**src/rtl/scl_clk_pkg.sv**
```systemverilog
`timescale 1ns/1ps
package scl_clk_pkg;
  typedef enum logic {
    PH_LOW  = 1'b0,
    PH_HIGH = 1'b1
  } scl_phase_e;
endpackage

```
**src/rtl/scl_prescaler.sv**
```systemverilog
`timescale 1ns/1ps
module scl_prescaler #(
  parameter int PRE_W = 7
) (
  input  logic             clk,
  input  logic             rst_n,
  input  logic             enable,
  input  logic [PRE_W-1:0] prescale,
  output logic             tick
);
  logic [PRE_W-1:0] pcnt;
  logic [PRE_W-1:0] last_cnt;

  // values 0 and 1 both mean divide-by-one
  assign last_cnt = (prescale <= PRE_W'(1)) ? '0 : prescale - PRE_W'(1);

  always_ff @(posedge clk) begin
    if (!rst_n || !enable) begin
      pcnt <= '0;
      tick <= 1'b0;
    end else if (pcnt >= last_cnt) begin
      pcnt <= '0;
      tick <= 1'b1;
    end else begin
      pcnt <= pcnt + PRE_W'(1);
      tick <= 1'b0;
    end
  end

  assert_tick_single_R2: assert property (@(posedge clk) disable iff (!rst_n)
    (tick && enable && prescale > PRE_W'(1)) |=> !tick);

  assert_tick_quiet_off_R8: assert property (@(posedge clk) disable iff (!rst_n)
    !enable |=> !tick);
endmodule

```
**src/rtl/scl_phase_gen.sv**
```systemverilog
`timescale 1ns/1ps
module scl_phase_gen
  import scl_clk_pkg::*;
#(
  parameter int HALF_W = 8
) (
  input  logic              clk,
  input  logic              rst_n,
  input  logic              enable,
  input  logic              tick,
  input  logic              hold,
  input  logic [HALF_W-1:0] hi_raw,
  input  logic [HALF_W-1:0] lo_raw,
  output logic              scl,
  output logic              sample_stb,
  output logic              drive_stb
);
  scl_phase_e        phase_q;
  logic              armed_q;
  logic [HALF_W-1:0] cnt_q;
  logic [HALF_W-1:0] mid_q;
  logic [HALF_W-1:0] hi_len;
  logic [HALF_W-1:0] lo_len;
  logic [HALF_W-1:0] hi_mid;
  logic              last_tick;

  assign hi_len    = (hi_raw == '0) ? HALF_W'(1) : hi_raw;
  assign lo_len    = (lo_raw == '0) ? HALF_W'(1) : lo_raw;
  assign hi_mid    = (hi_len >> 1) + HALF_W'(1);
  assign last_tick = (cnt_q <= HALF_W'(1));
  assign scl       = (phase_q == PH_HIGH);

  always_ff @(posedge clk) begin
    if (!rst_n || !enable) begin
      phase_q    <= PH_HIGH;
      armed_q    <= 1'b0;
      cnt_q      <= '0;
      mid_q      <= '0;
      sample_stb <= 1'b0;
      drive_stb  <= 1'b0;
    end else begin
      sample_stb <= 1'b0;
      drive_stb  <= 1'b0;
      if (!armed_q) begin
        // first enabled cycle: load a full high phase
        armed_q <= 1'b1;
        cnt_q   <= hi_len;
        mid_q   <= hi_mid;
      end else if (tick) begin
        if (phase_q == PH_HIGH) begin
          sample_stb <= (cnt_q == mid_q);
          if (last_tick) begin
            phase_q   <= PH_LOW;
            drive_stb <= 1'b1;
            cnt_q     <= lo_len;
          end else begin
            cnt_q <= cnt_q - HALF_W'(1);
          end
        end else if (!hold) begin
          if (last_tick) begin
            phase_q <= PH_HIGH;
            cnt_q   <= hi_len;
            mid_q   <= hi_mid;
          end else begin
            cnt_q <= cnt_q - HALF_W'(1);
          end
        end
      end
    end
  end

  assert_release_on_disable_R8: assert property (@(posedge clk) disable iff (!rst_n)
    !enable |=> (scl && !sample_stb && !drive_stb));

  assert_drive_at_fall_R7: assert property (@(posedge clk) disable iff (!rst_n)
    drive_stb |-> (!scl && $past(scl)));

  assert_fall_has_drive_R7: assert property (@(posedge clk) disable iff (!rst_n)
    $fell(scl) |-> drive_stb);

  assert_sample_in_high_R6: assert property (@(posedge clk) disable iff (!rst_n)
    sample_stb |-> ($past(scl) && $past(tick)));

  assert_hold_keeps_low_R9: assert property (@(posedge clk) disable iff (!rst_n)
    (hold && !scl && enable) |=> !scl);

  assert_edge_after_tick_R4: assert property (@(posedge clk) disable iff (!rst_n)
    ((scl != $past(scl)) && $past(enable)) |-> $past(tick));
endmodule

```
**src/rtl/scl_clkgen.sv**
```systemverilog
`timescale 1ns/1ps
module scl_clkgen #(
  parameter int PRE_W  = 7,
  parameter int HALF_W = 8,
  localparam int DIV_W = 2 * HALF_W
) (
  input  logic             clk,
  input  logic             rst_n,
  input  logic             enable,
  input  logic [PRE_W-1:0] prescale,
  input  logic [DIV_W-1:0] divider,
  input  logic             hold,
  output logic             ref_tick,
  output logic             scl_out,
  output logic             sample_stb,
  output logic             drive_stb
);
  scl_prescaler #(.PRE_W(PRE_W)) u_pre (
    .clk      (clk),
    .rst_n    (rst_n),
    .enable   (enable),
    .prescale (prescale),
    .tick     (ref_tick)
  );

  scl_phase_gen #(.HALF_W(HALF_W)) u_phase (
    .clk        (clk),
    .rst_n      (rst_n),
    .enable     (enable),
    .tick       (ref_tick),
    .hold       (hold),
    .hi_raw     (divider[DIV_W-1:HALF_W]),
    .lo_raw     (divider[HALF_W-1:0]),
    .scl        (scl_out),
    .sample_stb (sample_stb),
    .drive_stb  (drive_stb)
  );
endmodule

```
**config.mk**
```make
export PLATFORM = sky130hd
export DESIGN_NAME = scl_clkgen
export DESIGN_NICKNAME = d
export VERILOG_FILES = /design/src/rtl/scl_clk_pkg.sv /design/src/rtl/scl_prescaler.sv /design/src/rtl/scl_phase_gen.sv /design/src/rtl/scl_clkgen.sv
export SDC_FILE = /design/constraint.sdc
export NUM_CORES = 1
export LEC_CHECK = 0
export ABC_AREA = 1
export CELL_PAD_IN_SITES_DETAIL_PLACEMENT = 0
export CELL_PAD_IN_SITES_GLOBAL_PLACEMENT = 1
export CORE_MARGIN = 4
export CORE_UTILIZATION = 35
export DETAILED_ROUTE_END_ITERATION = 8
export GPL_TIMING_DRIVEN = 0
export PLACE_DENSITY = 0.82
export SYNTH_ARGS = -nofsm -noshare
export SYNTH_HDL_FRONTEND = slang
export SYNTH_HIERARCHICAL = 1
export SYNTH_SLANG_ARGS = --single-unit
```
**constraint.sdc**
```tcl
create_clock -name clk -period 1.5 [get_ports clk]
set_input_delay 0.225 -clock clk [delete_from_list [all_inputs] [get_ports clk]]
set_output_delay 0.225 -clock clk [all_outputs]
set_load 0.05 [all_outputs]
```
==> flow_metrics.env <==
export IMPL_clock_sinks=28
export IMPL_slew_viol_final=0
export IMPL_syn_nets=340
export IMPL_cts_max_level=1
export IMPL_synthTopCellsByCount="nand2_1 (65), inv_1 (36), nor2_1 (29), dfxtp_1 (28), a21oi_1 (26)"
export IMPL_cts_root_buffer="clkbuf_8"
export IMPL_die_h_um=85.1
export IMPL_grt_overflow=0
export IMPL_rr_startpoint="u_phase/cnt_q[0]$_SDFFE_PN0P_"
export IMPL_post_place_cells=403
export IMPL_vias=2080
export IMPL_ys_seq_area_share_pct=26.9
export IMPL_clock_latency_ps=290
export IMPL_ant_nets=0
export IMPL_power_share_clock_pct=29.7
export IMPL_ios=31
export IMPL_critPathSlowestCell="ha_4"
export IMPL_max_slew_margin_pct=67.0
export IMPL_synth_area_leaders="dfxtp_1 (27%), nand2_1 (12%), ha_1 (7.2%), inv_1 (6.5%), a21oi_1 (6.3%)"
export IMPL_drtIter0Drc=128
export IMPL_vdd_drop_max_uv=499
export IMPL_ctsHoldBuffers=0
export IMPL_yosys_warnings=6
export IMPL_syn_inst=301
export IMPL_cts_made_buffers=3
export IMPL_fin_util_pct=53.3
export IMPL_grt_start_max_net_pins=17
export IMPL_post_dp_cell_area_sq_um=2600
export IMPL_drc=0
export IMPL_ys_flop_type="dfxtp_1"
export IMPL_path_cells="buf_6, nor2_4, nand2_4, buf_4, o21bai_1, nand3_2, ha_4, nand2_2, inv_2, a21oi_4, nand3_4, nor2_1"
export IMPL_synth_cell_types=30
export IMPL_hp_start="divider[9]"
export IMPL_multi_input_area_sq_um=1630
export IMPL_dr_pass1_iters=4
export IMPL_fin_crit_ps=1500
export IMPL_reg2reg_depth=11
export IMPL_seq_area_sq_um=569
export IMPL_ys_seq_elements=28
export IMPL_cp_endpoint="u_pre/pcnt[5]$_SDFF_PP0_"
export IMPL_power_share_sequential_pct=39.3
export IMPL_critPathKind="in -> reg"
export IMPL_diodes=0
export IMPL_p_sw_share_pct=30.8
export IMPL_crit_required_ps=1720
export IMPL_layout_cells_non_filler=421
export IMPL_final_nets=389
export IMPL_clk_pin_slew_ps=110
export IMPL_portBuffers=30
export IMPL_path_max_fanout=7
export IMPL_cts_tree="done"
export IMPL_synth_edf_count=0
export IMPL_syn_area_sq_um=2080
export IMPL_die_area_sq_um=7250
export IMPL_reg2reg_slack_ps=40
export IMPL_die_w_um=85.1
export IMPL_antenna_found_initial=0
export IMPL_startpoint="prescale[3]"
export IMPL_synth_top_area_cell="dfxtp_1"
export IMPL_hold_viol_final=0
export IMPL_fin_skew_ps=13.8
export IMPL_drive_gt1_share_pct=30.4
export IMPL_drt_wirelength_per_cell_um=13.8
export IMPL_gp_congestion=0.833
export IMPL_async_reset_ff_share_pct=0
export IMPL_grt_pass1_wl_um=9640
export IMPL_drt_total_wl_um=5810
export IMPL_place_ws_ps=-764
export IMPL_grt_use_total_pct=16.3
export IMPL_power_density_nw_per_um2=684
export IMPL_clk_path_buf_depth=2
export IMPL_core_area_sq_um=5640
export IMPL_max_freq_mhz=667
export IMPL_design_area_sq_um=3010
export IMPL_r2r_end="u_phase/mid_q[6]$_SDFFE_PN0P_"
export IMPL_initial_core_util_pct=36.9
export IMPL_p_int_mw=1.42
export IMPL_area_growth_synth_to_final_pct=44.4
export IMPL_setup_viol=0
export IMPL_max_cap_viol_count=0
export IMPL_row_count=27
export IMPL_holdCritPathClass="in -> reg"
export IMPL_design_power_total_mw=2.06
export IMPL_power_leakage_nw=1.32
export IMPL_crit_path_end_kind="flip-flop"
export IMPL_tightest_slew_ps=498
export IMPL_rsz0062_at_grt="yes"
export IMPL_status="finished, final reports clean"
export IMPL_cp_start_kind="primary input"
export IMPL_syn_avg_cell_area_sq_um=6.92
export IMPL_power_switching_uw=633
export IMPL_p_comb_share_pct=31.1
export IMPL_via_per_inst=4.94
export IMPL_fin_ws_ps=0.234
export IMPL_period_share_pct=100
export IMPL_slowest_delay_ps=220
export IMPL_nFillCells=536
export IMPL_synth_most_common_cell="nand2_1"
export IMPL_first_global_vias=2010
export IMPL_dp_hpwl_um=4340
export IMPL_worstPathArrival_ps=1720
export IMPL_synth_top_cell_area_share_pct=26.9
## metrics by stage
step | hold slack (ps) | TNS, ps
after global placement | 433 | -9110
after floorplan | 304 | 0
after detailed placement | 434 | -9340
final | 307 | 0
after CTS | 471 | 0
after global routing | 296 | -654
## layout make-up
class,instances,share of cell area [%]
clock inverters,1,0.999
well taps,72,3.00
multi-input cells,228,54.2
plain buffers,6,1.75
flip-flops and latches,28,18.9
inverters,39,5.37
clock buffers,3,1.37
repair buffers,44,14.4
## sequential cells by signal, indices dropped and copies added (netlist names)
| name | cells |
|---|---|
| u_phase/armed_q | 1 |
| u_phase/mid_q | 8 |
| u_phase/drive_stb | 1 |
| u_pre/tick | 1 |
| u_phase/scl | 1 |
| u_phase/cnt_q | 8 |
| u_phase/sample_stb | 1 |
| u_pre/pcnt | 7 |
## logic make-up (layout without fill, tap and decap cells)
logic type | count (synthesis) | after routing | share of synthesized area, %
flops | 28 | 28 | 26.9
xor+xnor | 16 | 16 | 6.73
fa+ha+maj | 12 | 12 | 7.21
compound gates | 57 | 57 | 15.8
simple gates | 143 | 143 | 34.2
buf+inv | 45 | 93 | 9.13
## placed cells by master, fill, tap and decap left out, drive strengths merged
| master | synthesis | layout |
|---|---|---|
| a21oi | 30 | 30 |
| a31oi | 2 | 2 |
| buf | 5 | 22 |
| bufinv | 0 | 1 |
| clkbuf | 1 | 7 |
| clkdlybuf4s50 | 0 | 18 |
| dfxtp | 28 | 28 |
| dlygate4sd2 | 0 | 5 |
| dlymetal6s2s | 0 | 1 |
| ha | 12 | 12 |
| inv | 39 | 39 |
| nand2 | 71 | 71 |
| nand3 | 26 | 26 |
| nand3b | 1 | 1 |
| nand4 | 5 | 5 |
| nor2 | 36 | 36 |
| nor3 | 3 | 3 |
| o211a | 2 | 2 |
| o211ai | 4 | 4 |
| o21ai | 18 | 18 |
| o21bai | 1 | 1 |
| or2 | 1 | 1 |
| xnor2 | 8 | 8 |
| xor2 | 8 | 8 |
## power groups by stage
stage	clock network, mW	logic [mW]	registers (mW)
detailed placement	0	0.522	0.824
CTS	0.620	0.580	0.806
global placement	0	0.521	0.824
floorplan	0	0.356	0.813
finish	0.609	0.638	0.808
global route	0.651	0.707	0.812
## what timing repair did
item | CTS | global route
setup endpoints to repair | 29 | 25
gates resized for setup | 65 | 38
pin swaps | 23 | 23
cloned | 1 | 0
buffers inserted | 9 | 4
endpoints found under the hold margin | 0 | 0
## layer usage
layer	share of wire, %	vias to the layer above	track usage (%)
li1	-	1081	-
met1	50	942	23.0
met2	43	48	25.7
met3	5.3	9	2.52
met4	1.8	0	4.32
met5	0	-	0
## how the worst min path moves through the flow
stage	end	slack (ps)	depth (start not counted)
detailed placement	u_pre/pcnt[0]$_SDFF_PP0_	430	1
CTS	u_pre/pcnt[0]$_SDFF_PP0_	470	1
finish	u_phase/mid_q[0]$_SDFFE_PN0P_	310	2
floorplan	u_phase/mid_q[0]$_SDFFE_PN0P_	300	1
global placement	u_pre/pcnt[0]$_SDFF_PP0_	430	1
global route	u_phase/mid_q[0]$_SDFFE_PN0P_	300	2
## critical path, delay by kind of cell
| kind | cells | cell delay [ps] |
|---|---|---|
| compound gates | 2 | 310 |
| buf+inv | 3 | 290 |
| simple gates | 6 | 650 |
| fa+ha+maj | 1 | 220 |
No activity file was read; power rests on OpenSTA's default activity.
